`src/rtl/lst_pkg.sv`:
```
package lst_pkg;

  localparam int FACTOR_W = 10;

  typedef enum logic [2:0] {
    SPD_10G  = 3'd0,
    SPD_5G   = 3'd1,
    SPD_2G5  = 3'd2,
    SPD_1G   = 3'd3,
    SPD_100M = 3'd4,
    SPD_10M  = 3'd5
  } spd_e;

  // Extra gap cycles per active cycle (ratio - 1)
  function automatic logic [FACTOR_W-1:0] gap_factor(input logic [2:0] code);
    case (code)
      SPD_5G:   gap_factor = FACTOR_W'(1);
      SPD_2G5:  gap_factor = FACTOR_W'(3);
      SPD_1G:   gap_factor = FACTOR_W'(9);
      SPD_100M: gap_factor = FACTOR_W'(99);
      SPD_10M:  gap_factor = FACTOR_W'(999);
      default:  gap_factor = '0;
    endcase
  endfunction

endpackage

```
`src/rtl/lst_frame_meter.sv`:
```
module lst_frame_meter
  import lst_pkg::*;
#(
  parameter int CNT_W = 11
) (
  input  logic                clk,
  input  logic                rst,
  input  logic                active,
  input  logic [2:0]          speed_code,
  output logic                fall,
  output logic [CNT_W-1:0]    cnt,
  output logic [FACTOR_W-1:0] factor
);

  localparam logic [CNT_W-1:0] CNT_MAX = '1;

  logic active_q;
  logic start;

  assign start = active & ~active_q;
  assign fall  = active_q & ~active;

  always_ff @(posedge clk) begin
    if (rst) begin
      active_q <= 1'b0;
      cnt      <= '0;
      factor   <= '0;
    end else begin
      active_q <= active;
      if (start) begin
        cnt    <= CNT_W'(1);
        factor <= gap_factor(speed_code);
      end else if (active && cnt != CNT_MAX) begin
        cnt <= cnt + 1'b1;
      end
    end
  end


  cnt_sat_chk: assert property (@(posedge clk) disable iff (rst)
    (cnt == CNT_MAX && active && active_q) |=> (cnt == CNT_MAX));


  factor_hold_chk: assert property (@(posedge clk) disable iff (rst)
    !start |=> $stable(factor));

endmodule

```
`src/rtl/lst_gap_timer.sv`:
```
module lst_gap_timer
  import lst_pkg::*;
#(
  parameter int CNT_W  = 11,
  parameter int HOLD_W = CNT_W + FACTOR_W
) (
  input  logic                clk,
  input  logic                rst,
  input  logic                fall,
  input  logic [CNT_W-1:0]    cnt,
  input  logic [FACTOR_W-1:0] factor,
  output logic                gap_busy
);

  logic [HOLD_W-1:0] prod;
  logic [HOLD_W-1:0] hold;
  logic              load;

  assign prod     = HOLD_W'(cnt) * HOLD_W'(factor);
  assign load     = fall && (prod != '0);
  assign gap_busy = load || (hold != '0);

  always_ff @(posedge clk) begin
    if (rst) begin
      hold <= '0;
    end else if (load) begin
      hold <= prod - 1'b1;
    end else if (hold != '0) begin
      hold <= hold - 1'b1;
    end
  end


  hold_dec_chk: assert property (@(posedge clk) disable iff (rst)
    (hold != '0 && !fall) |=> (hold == $past(hold) - 1'b1));


  hold_origin_chk: assert property (@(posedge clk) disable iff (rst)
    (hold != '0 && $past(hold) == '0) |-> $past(fall));


  zero_factor_chk: assert property (@(posedge clk) disable iff (rst)
    (fall && factor == '0) |-> !gap_busy || (hold != '0));

endmodule

```
`src/rtl/link_tx_throttle.sv`:
```
module link_tx_throttle
  import lst_pkg::*;
#(
  parameter int MAX_FRAME_CYC = 1200
) (
  input  logic       clk,
  input  logic       rst,
  input  logic [2:0] speed_code,
  input  logic       gen_busy,
  input  logic       gen_gap,
  output logic       thr_busy
);

  localparam int CNT_W  = $clog2(MAX_FRAME_CYC + 1);
  localparam int HOLD_W = CNT_W + FACTOR_W;

  logic                active;
  logic                fall;
  logic [CNT_W-1:0]    cnt;
  logic [FACTOR_W-1:0] factor;
  logic                gap_busy;

  assign active = gen_busy | gen_gap;

  lst_frame_meter #(.CNT_W(CNT_W)) u_meter (
    .clk        (clk),
    .rst        (rst),
    .active     (active),
    .speed_code (speed_code),
    .fall       (fall),
    .cnt        (cnt),
    .factor     (factor)
  );

  lst_gap_timer #(.CNT_W(CNT_W), .HOLD_W(HOLD_W)) u_timer (
    .clk      (clk),
    .rst      (rst),
    .fall     (fall),
    .cnt      (cnt),
    .factor   (factor),
    .gap_busy (gap_busy)
  );

  assign thr_busy = active | gap_busy;


  busy_cover_chk: assert property (@(posedge clk) disable iff (rst)
    (gen_busy || gen_gap) |-> thr_busy);


  release_idle_chk: assert property (@(posedge clk) disable iff (rst)
    $fell(thr_busy) |-> !gen_busy && !gen_gap);

endmodule

```
`config.mk`:
```
export PLATFORM = sky130hd
export DESIGN_NAME = link_tx_throttle
export DESIGN_NICKNAME = d
export VERILOG_FILES = /design/src/rtl/lst_pkg.sv /design/src/rtl/lst_frame_meter.sv /design/src/rtl/lst_gap_timer.sv /design/src/rtl/link_tx_throttle.sv
export SDC_FILE = /design/constraint.sdc
export NUM_CORES = 1
export LEC_CHECK = 0
export ABC_AREA = 1
export BUFFER_PORTS_ARGS = -buffer_cell sky130_fd_sc_hd__buf_2
export CAP_MARGIN = 25
export CORE_ASPECT_RATIO = 1.25
export CORE_MARGIN = 10
export CORE_UTILIZATION = 50
export CTS_BUF_LIST = sky130_fd_sc_hd__clkbuf_16
export CTS_CLUSTER_DIAMETER = 60
export DETAILED_ROUTE_END_ITERATION = 8
export PLACE_DENSITY_LB_ADDON = 0.05
export SLEW_MARGIN = 20
export SYNTH_ARGS = -nofsm -noshare
export SYNTH_HDL_FRONTEND = slang
export SYNTH_SLANG_ARGS = --single-unit
```
`constraint.sdc`:
```
create_clock -name clk -period 6.5 [get_ports clk]
set_input_delay 0.325 -clock clk [delete_from_list [all_inputs] [get_ports clk]]
set_output_delay 0.325 -clock clk [all_outputs]
set_load 0.05 [all_outputs]
```
**Word-level counts from Yosys, hierarchy flattened**

Cells that the tools add are included.

- Bits in latches: 0
- Register bits: 43
- Memories: 0
- ROM bits: 0
- Bits of input ports: 7
- RAM bits: 0
- Output and inout port bits: 1
- Word-level logic and storage cells: 34

- Bitwise logic cells: 6
- Add/sub/neg operators: 3
- Multiplexer cells: 5
- Reduce and logical (&&, ||, !) cells: 8
- Div/mod/pow operators: 0
- Shift-type cells: 0
- Order comparisons: 0
- Equality and inequality tests: 6
- Multiply operators: 1

Operators by type and width:

| cell | count |
|---|---|
| case mux 10 bit (5 select lines) | 1 |
| two-way mux 21 bit | 2 |
| nonzero test 21 bit | 2 |
| subtractor 21 x 1 -> 21 bit, second input constant | 2 |
| multiplier 11 x 10 -> 21 bit | 1 |
| adder 11 x 1 -> 11 bit, second input constant | 1 |
| != test 11 bit, second input constant | 1 |
| equality test 3 x 2 -> 1 bit, second input constant | 2 |
| equality test 3 bit, second input constant | 2 |
| nonzero test 2 bit | 2 |
| equality test 3 x 1 -> 1 bit, second input constant | 1 |
| AND 1 bit | 2 |
| logical AND 1 bit | 2 |
| two-way mux 1 bit | 2 |
| NOT 1 bit | 2 |
| OR 1 bit | 2 |
| OR reduction 2 bit | 1 |
| logical OR 1 bit | 1 |

**Depth between registers and ports, before layout**

- Depth after elaboration: 6
- Mapped depth: 40
- Depth with buffers taken out: 38

**Modules after synthesis**

Synthesis repeated with hierarchy kept, for this count alone.

- Cells, all modules: 1043
- Area total of the unflattened synthesis: 6791.5 um^2

By module, submodules not included:

| module | sequential area each (um^2) | cells each | area each (um^2) | instances |
|---|---|---|---|---|
| lst_gap_timer | 420.4 | 898 | 5820.6 | 1 |
| lst_frame_meter | 340.3 | 141 | 953.4 | 1 |
| link_tx_throttle | 0.0 | 4 | 17.5 | 1 |

**Least setup slack after synthesis**

Ideal clock, no wire load.

- Path kind: reg-to-reg
- From: register u_meter.cnt[0]
- To: register u_timer.hold[12]
- Data arrival time: 5.833 ns
- Required time: 6.372 ns
- Slack: 0.540 ns
- Library setup time: 0.128 ns
- Stages on the path, launching flop included: 36
- Buffers on the path: 2
- Period minus slack after synthesis: 5.960 ns
- Cells stage by stage: dfxtp_1 clkbuf_1 nand2_1 o21ai_0 inv_1 ha_1 or2_2 fa_1 fa_1 fa_1 fa_1 ha_1 nand2_1 inv_1 a21oi_2 nand3_1 nand2_1 nand2_1 nor2_1 nand2_1 nor2_2 nand3_2 nand2_4 buf_6 nand2_1 o21ai_1 inv_1 ha_1 inv_1 nor2_2 inv_1 nor2_2 nand3_1 nand2_1 nand2_1 nor2_1

- Word-level cells in the longest chain between the ends: 4
- Elaborated cells between the ends (all ways): 6
- Those cells by class: add/sub: 1; mul: 1; mux: 1; reduce/logical: 3

Ends and longest elaborated chain:

| item | RTL line | source |
|---|---|---|
| from (decl) | lst_frame_meter.sv:11 | `output logic [CNT_W-1:0] cnt,` |
| from (signal assigned) | lst_frame_meter.sv:34 | `cnt <= cnt + 1'b1;` |
| multiplier 11 x 10 -> 21 bit * | lst_gap_timer.sv:19 | `assign prod = HOLD_W'(cnt) * HOLD_W'(factor);` |
| branches (longest 3 deep; another with subtractor 21 x 1 -> 21 bit) | n/a |  |
| to (signal assigned) | lst_gap_timer.sv:27 | `hold <= prod - 1'b1;` |
| to (signal assigned) | lst_gap_timer.sv:29 | `hold <= hold - 1'b1;` |
| to (decl) | lst_gap_timer.sv:16 | `logic [HOLD_W-1:0] hold;` |

Every way passes the cells marked *.
A chain may end at the register's enable or synchronous reset.

**Worst setup path after layout**

- From: register u_meter.factor[8]
- To: output port thr_busy

- Word-level cells in the longest chain between the ends: 5

Ends and longest elaborated chain:

| item | RTL line | source |
|---|---|---|
| from (decl) | lst_frame_meter.sv:12 | `output logic [FACTOR_W-1:0] factor` |
| from (signal assigned) | lst_frame_meter.sv:32 | `factor <= gap_factor(speed_code);` |
| multiplier 11 x 10 -> 21 bit | lst_gap_timer.sv:19 |  |
| nonzero test 21 bit | lst_gap_timer.sv:20 | `assign load = fall && (prod != '0);` |
| logical AND 1 bit | lst_gap_timer.sv:20 |  |
| logical OR 1 bit | lst_gap_timer.sv:21 | `assign gap_busy = load \|\| (hold != '0);` |
| OR 1 bit | link_tx_throttle.sv:44 | `assign thr_busy = active \| gap_busy;` |
| to (decl) | link_tx_throttle.sv:11 | `output logic thr_busy` |

Every way passes these cells.

==> impl.org <==
** Outcome
- Outcome :: finished clean

** Flow run
- Across the run, the number of max-cap violations was 0.

** Worst setup path
- Path depth of the worst reg2reg path :: 34
- Endpoint of the most critical register-to-register path :: u_timer.hold[12]
- Reg2reg start :: u_meter.factor[8]
- Required time at the worst-slack endpoint :: 6.17 ns
- Across all register-to-register paths, the minimum setup slack is 0.35 ns.
- Critical path peak fanout :: 9
- The worst setup path is captured at an output port.
- Tracing the worst setup path back leads to its startpoint at u_meter.factor[8].
- For the worst setup path, the data arrival time is 5.94 ns.
- Termination of the worst setup path :: thr_busy
- Startpoint Class :: flip-flop
- Category of the most critical setup path :: flip-flop to output port

** Timing
- The smallest clock period supported by the final layout is computed as 6.27 ns.
- Portion of the clock cycle consumed by the worst path in the final layout :: 0.965
- The number of slew-limit violations in the final report came to 0.
- Final-report setup violation count :: 0
- The worst pin sits at a relative slew slack of 0.669.
- The final hold violation count was 0.
- For this run, the top clock speed supported by timing is 0.159 GHz.
- At the pin with the least slew margin, the transition time is 0.495 ns.
- Across the routed clock network, the largest skew measured is 0.00929 ns.
- On the final layout, the worst hold slack is 0.299 ns.
- Setup slack on the critical path of the routed design comes to 0.230 ns.

** Floorplanning
- Num ports :: 8
- Placeable core region :: 0.0122 sq mm
- From bottom edge to top edge, the die measures 145 microns.
- In this run the core area contains 45 standard-cell rows.
- Effective utilization at floorplan :: 0.515
- Die Width :: 120 microns
- Area of the die :: 0.0175 sq mm

** Synth
- Counting every instance in the synthesized netlist gives 964.
- Compound-cell area share of the yosys netlist :: 0.0608
- During synthesis, Yosys emitted a total of 0 warnings.
- Xor/xnor cell area share of the yosys netlist :: 0.0195
- Multiplexer share of the synthesized area :: 0
- Among all cell types in the netlist, the one instantiated most often is sky130_fd_sc_hd__nand2_1.
- Largest family of logic cells by synthesized area :: simple AND/OR/NAND/NOR gates
- Share of the yosys chip area belonging to registers :: 0.121
- When the netlist entered floorplanning its net count stood at 1097.
- Adder-Cell Fraction of Synth Area :: 0.310
- The netlist uses 36 different library cells.
- The cell area that synthesis handed to floorplanning was 0.00629 sq mm.
- Post-synthesis register bit count :: 38
- In this run the mean area of a mapped cell was 6.53 sq um.
- Synth top area share :: 0.174
- The biggest area contributor in the post-synthesis netlist is sky130_fd_sc_hd__nand2_1.
- Share of flip-flops with an asynchronous set or reset :: 0
- Synth Area in Simple Gates :: 0.351
- The commonest cells after synthesis are sky130_fd_sc_hd__nand2_1 (292), sky130_fd_sc_hd__inv_1 (189), sky130_fd_sc_hd__ha_1 (76).
- Number of enable flip-flop cells after synthesis :: 0
- In the synthesized netlist the dominant register cell turns out to be sky130_fd_sc_hd__dfxtp_1.
- By area the synthesized netlist is led by sky130_fd_sc_hd__nand2_1 (17%), sky130_fd_sc_hd__fa_1 (16%), sky130_fd_sc_hd__ha_1 (15%).

** Cells and area
- The layout has 1264 filler cells.
- Layout cells sized above 1 :: 0.131
- Once layout is done, the placed cells without fillers occupy 0.00715 sq mm.
- Synthesis-to-finish area growth :: 13.6%
- Antenna diode count :: 0
- Share of the core filled with cells :: 0.585
- Number of nets in the layout :: 1138

** Min path
- Number of instances on the worst hold path :: 3
- The worst hold path belongs to the class input port to flip-flop.

** Route
- Initial DRT Pass Iterations :: 5
- Number of antenna-violating nets in the routed design :: 0
- Number of vias per cell :: 5.02
- Via count :: 5877
- Iteration-0 DRC count of the detailed router :: 339
- DRC violations left :: 0
- Mean routed wirelength per cell :: 14.4 microns
- The routed design has 16800 microns of wire.

** Global route
- Largest net degree at the start of global routing :: 31
- For this run, global-route usage on met1 was measured as 0.215.
- met2 is the most crowded layer.
- Number of antenna violations at the first check in global routing :: 0
- For this run, the total global-route usage over all layers was measured as 0.195.
- Global-route wire length before repair :: 28000 microns
- Overall overflow remaining after global route :: 0
- Number of global-route vias before repair :: 5923
- GRT met2 Usage :: 0.365
- Met3 global-route usage :: 0.0236

** Power and ir drop
- VDD sags by at most 0.231 mV.
- Summing internal, switching and leakage power gives 1.52 mW.
- In this run the static leakage power is 4.47 nW.
- Pwr dens :: 213 mW/mm^2

** CTS
- The root buffer cell chosen for the clock tree is sky130_fd_sc_hd__clkbuf_16.
- The H-tree generated during clock tree synthesis spans 2 levels.
- CTS clk-pin slew, worst paths :: 0.07 ns
- Number of buffers created by CTS :: 5
- The later pin in the worst-skew pair is clocked with a latency of 0.30 ns.
- Clock tree from TritonCTS :: yes
- Clk sink count :: 38
- In this run the deepest clock path goes through 2 buffers.

** Place
- OpenSTA, run right after detailed placement, puts the worst setup slack at -0.0689 ns.
- Summed over all nets, the half-perimeter wirelength after detailed placement is 14200 microns.
- The placed instances occupy a cell area of 0.00674 sq mm.
- Input/output buffers :: 7
- Routability-driven placement finished with a final weighted congestion of 0.901.
## worst min path at each step
stage	slack, ns	to	start
final	0.30	u_meter.factor[0]	speed_code[0]
after global routing	0.32	u_meter.factor[0]	speed_code[0]
after CTS	0.30	u_meter.factor[0]	speed_code[0]
after detailed placement	0.56	u_meter.cnt[4]	u_meter.cnt[3]
after global placement	0.55	u_meter.cnt[4]	u_meter.cnt[3]
after floorplan	0.47	u_meter.factor[0]	speed_code[0]
## metal layers
| layer | vias up | part of all wire |
|---|---|---|
| met5 | - | 0 |
| met4 | 0 | 0.039 |
| met3 | 39 | 0.024 |
| met2 | 101 | 0.53 |
| met1 | 2682 | 0.41 |
| li1 | 3055 | - |
## placed cells by master, fill, tap and decap left out, drive strengths merged, types with 8 or more instances in the layout
cell type,netlist,layout
a31oi,8,8
nor2,82,82
buf,11,55
nand3,68,68
xor2,9,9
fa,50,50
dfxtp,38,38
ha,76,76
nand2,306,307
nor3,11,11
o21bai,9,9
inv,197,197
o21ai,18,18
nand3b,18,18
a21oi,25,25
nand4,9,9
## cells by family after synthesis
logic type | count (synthesis)
compound gates | 65
flops | 38
simple gates | 501
fa+ha+maj | 126
buf+inv | 220
xor+xnor | 14
## final cells by class
| cell class | count | area (sq um) | share of cell area |
|---|---|---|---|
| clock buffers | 5 | 125 | 0.0175 |
| clock inverters | 3 | 68.8 | 0.00963 |
| inverters | 197 | 739 | 0.103 |
| multi-input cells | 707 | 4780 | 0.668 |
| flip-flops and latches | 38 | 774 | 0.108 |
| well taps | 164 | 205 | 0.0287 |
| repair buffers | 56 | 459 | 0.0642 |
## worst max-delay path: stages (launching register included)
cell                       delay [ns]
sky130_fd_sc_hd__dfxtp_4         0.39
sky130_fd_sc_hd__buf_4           0.15
sky130_fd_sc_hd__nand2_1         0.13
sky130_fd_sc_hd__inv_1           0.10
sky130_fd_sc_hd__fa_1            0.52
sky130_fd_sc_hd__fa_1            0.44
sky130_fd_sc_hd__fa_1            0.51
sky130_fd_sc_hd__fa_1            0.53
sky130_fd_sc_hd__fa_1            0.42
sky130_fd_sc_hd__ha_1            0.30
sky130_fd_sc_hd__buf_4           0.16
sky130_fd_sc_hd__nand2_1         0.05
sky130_fd_sc_hd__nand2_1         0.09
sky130_fd_sc_hd__a21oi_2         0.19
sky130_fd_sc_hd__nor2_1          0.07
sky130_fd_sc_hd__nor2_1          0.15
sky130_fd_sc_hd__nand3b_1        0.09
sky130_fd_sc_hd__nand2_1         0.10
sky130_fd_sc_hd__nand2_1         0.09
sky130_fd_sc_hd__nor2_4          0.15
sky130_fd_sc_hd__nand3_4         0.15
sky130_fd_sc_hd__nand2_4         0.16
sky130_fd_sc_hd__buf_6           0.14
sky130_fd_sc_hd__inv_2           0.07
sky130_fd_sc_hd__nor4_4          0.19
sky130_fd_sc_hd__nand2_1         0.12
sky130_fd_sc_hd__buf_6           0.18
## report_power, final
part           internal [mW]  switching (mW)  leakage (nW)
combinational          0.323           0.527          4.06
clock                  0.221           0.121        0.0940
sequential             0.287          0.0403         0.315
## sequential cells by signal, indices dropped and copies added (netlist names)
signal,flops
u_meter.active_q,1
u_meter.cnt,11
u_meter.factor,5
u_timer.hold,21
## timing repair
action | 4_1_cts | 5_1_grt
pin swaps | 1 | 18
hold endpoints to repair | 0 | 0
resized for setup | 6 | 37
gates cloned | 0 | 2
endpoints found under the setup margin | 9 | 20
buffers inserted | 1 | 5
hold buffers | 0 | 0
## stage by stage
step | setup TNS [ns] | std cells
floorplan | 0 | 964
global placement | -0.0355 | 1154
detailed placement | -0.211 | 1154
CTS | 0 | 1163
global route | -0.0276 | 1170
finish | 0 | 1170
(Power assumes the default switching activity.)
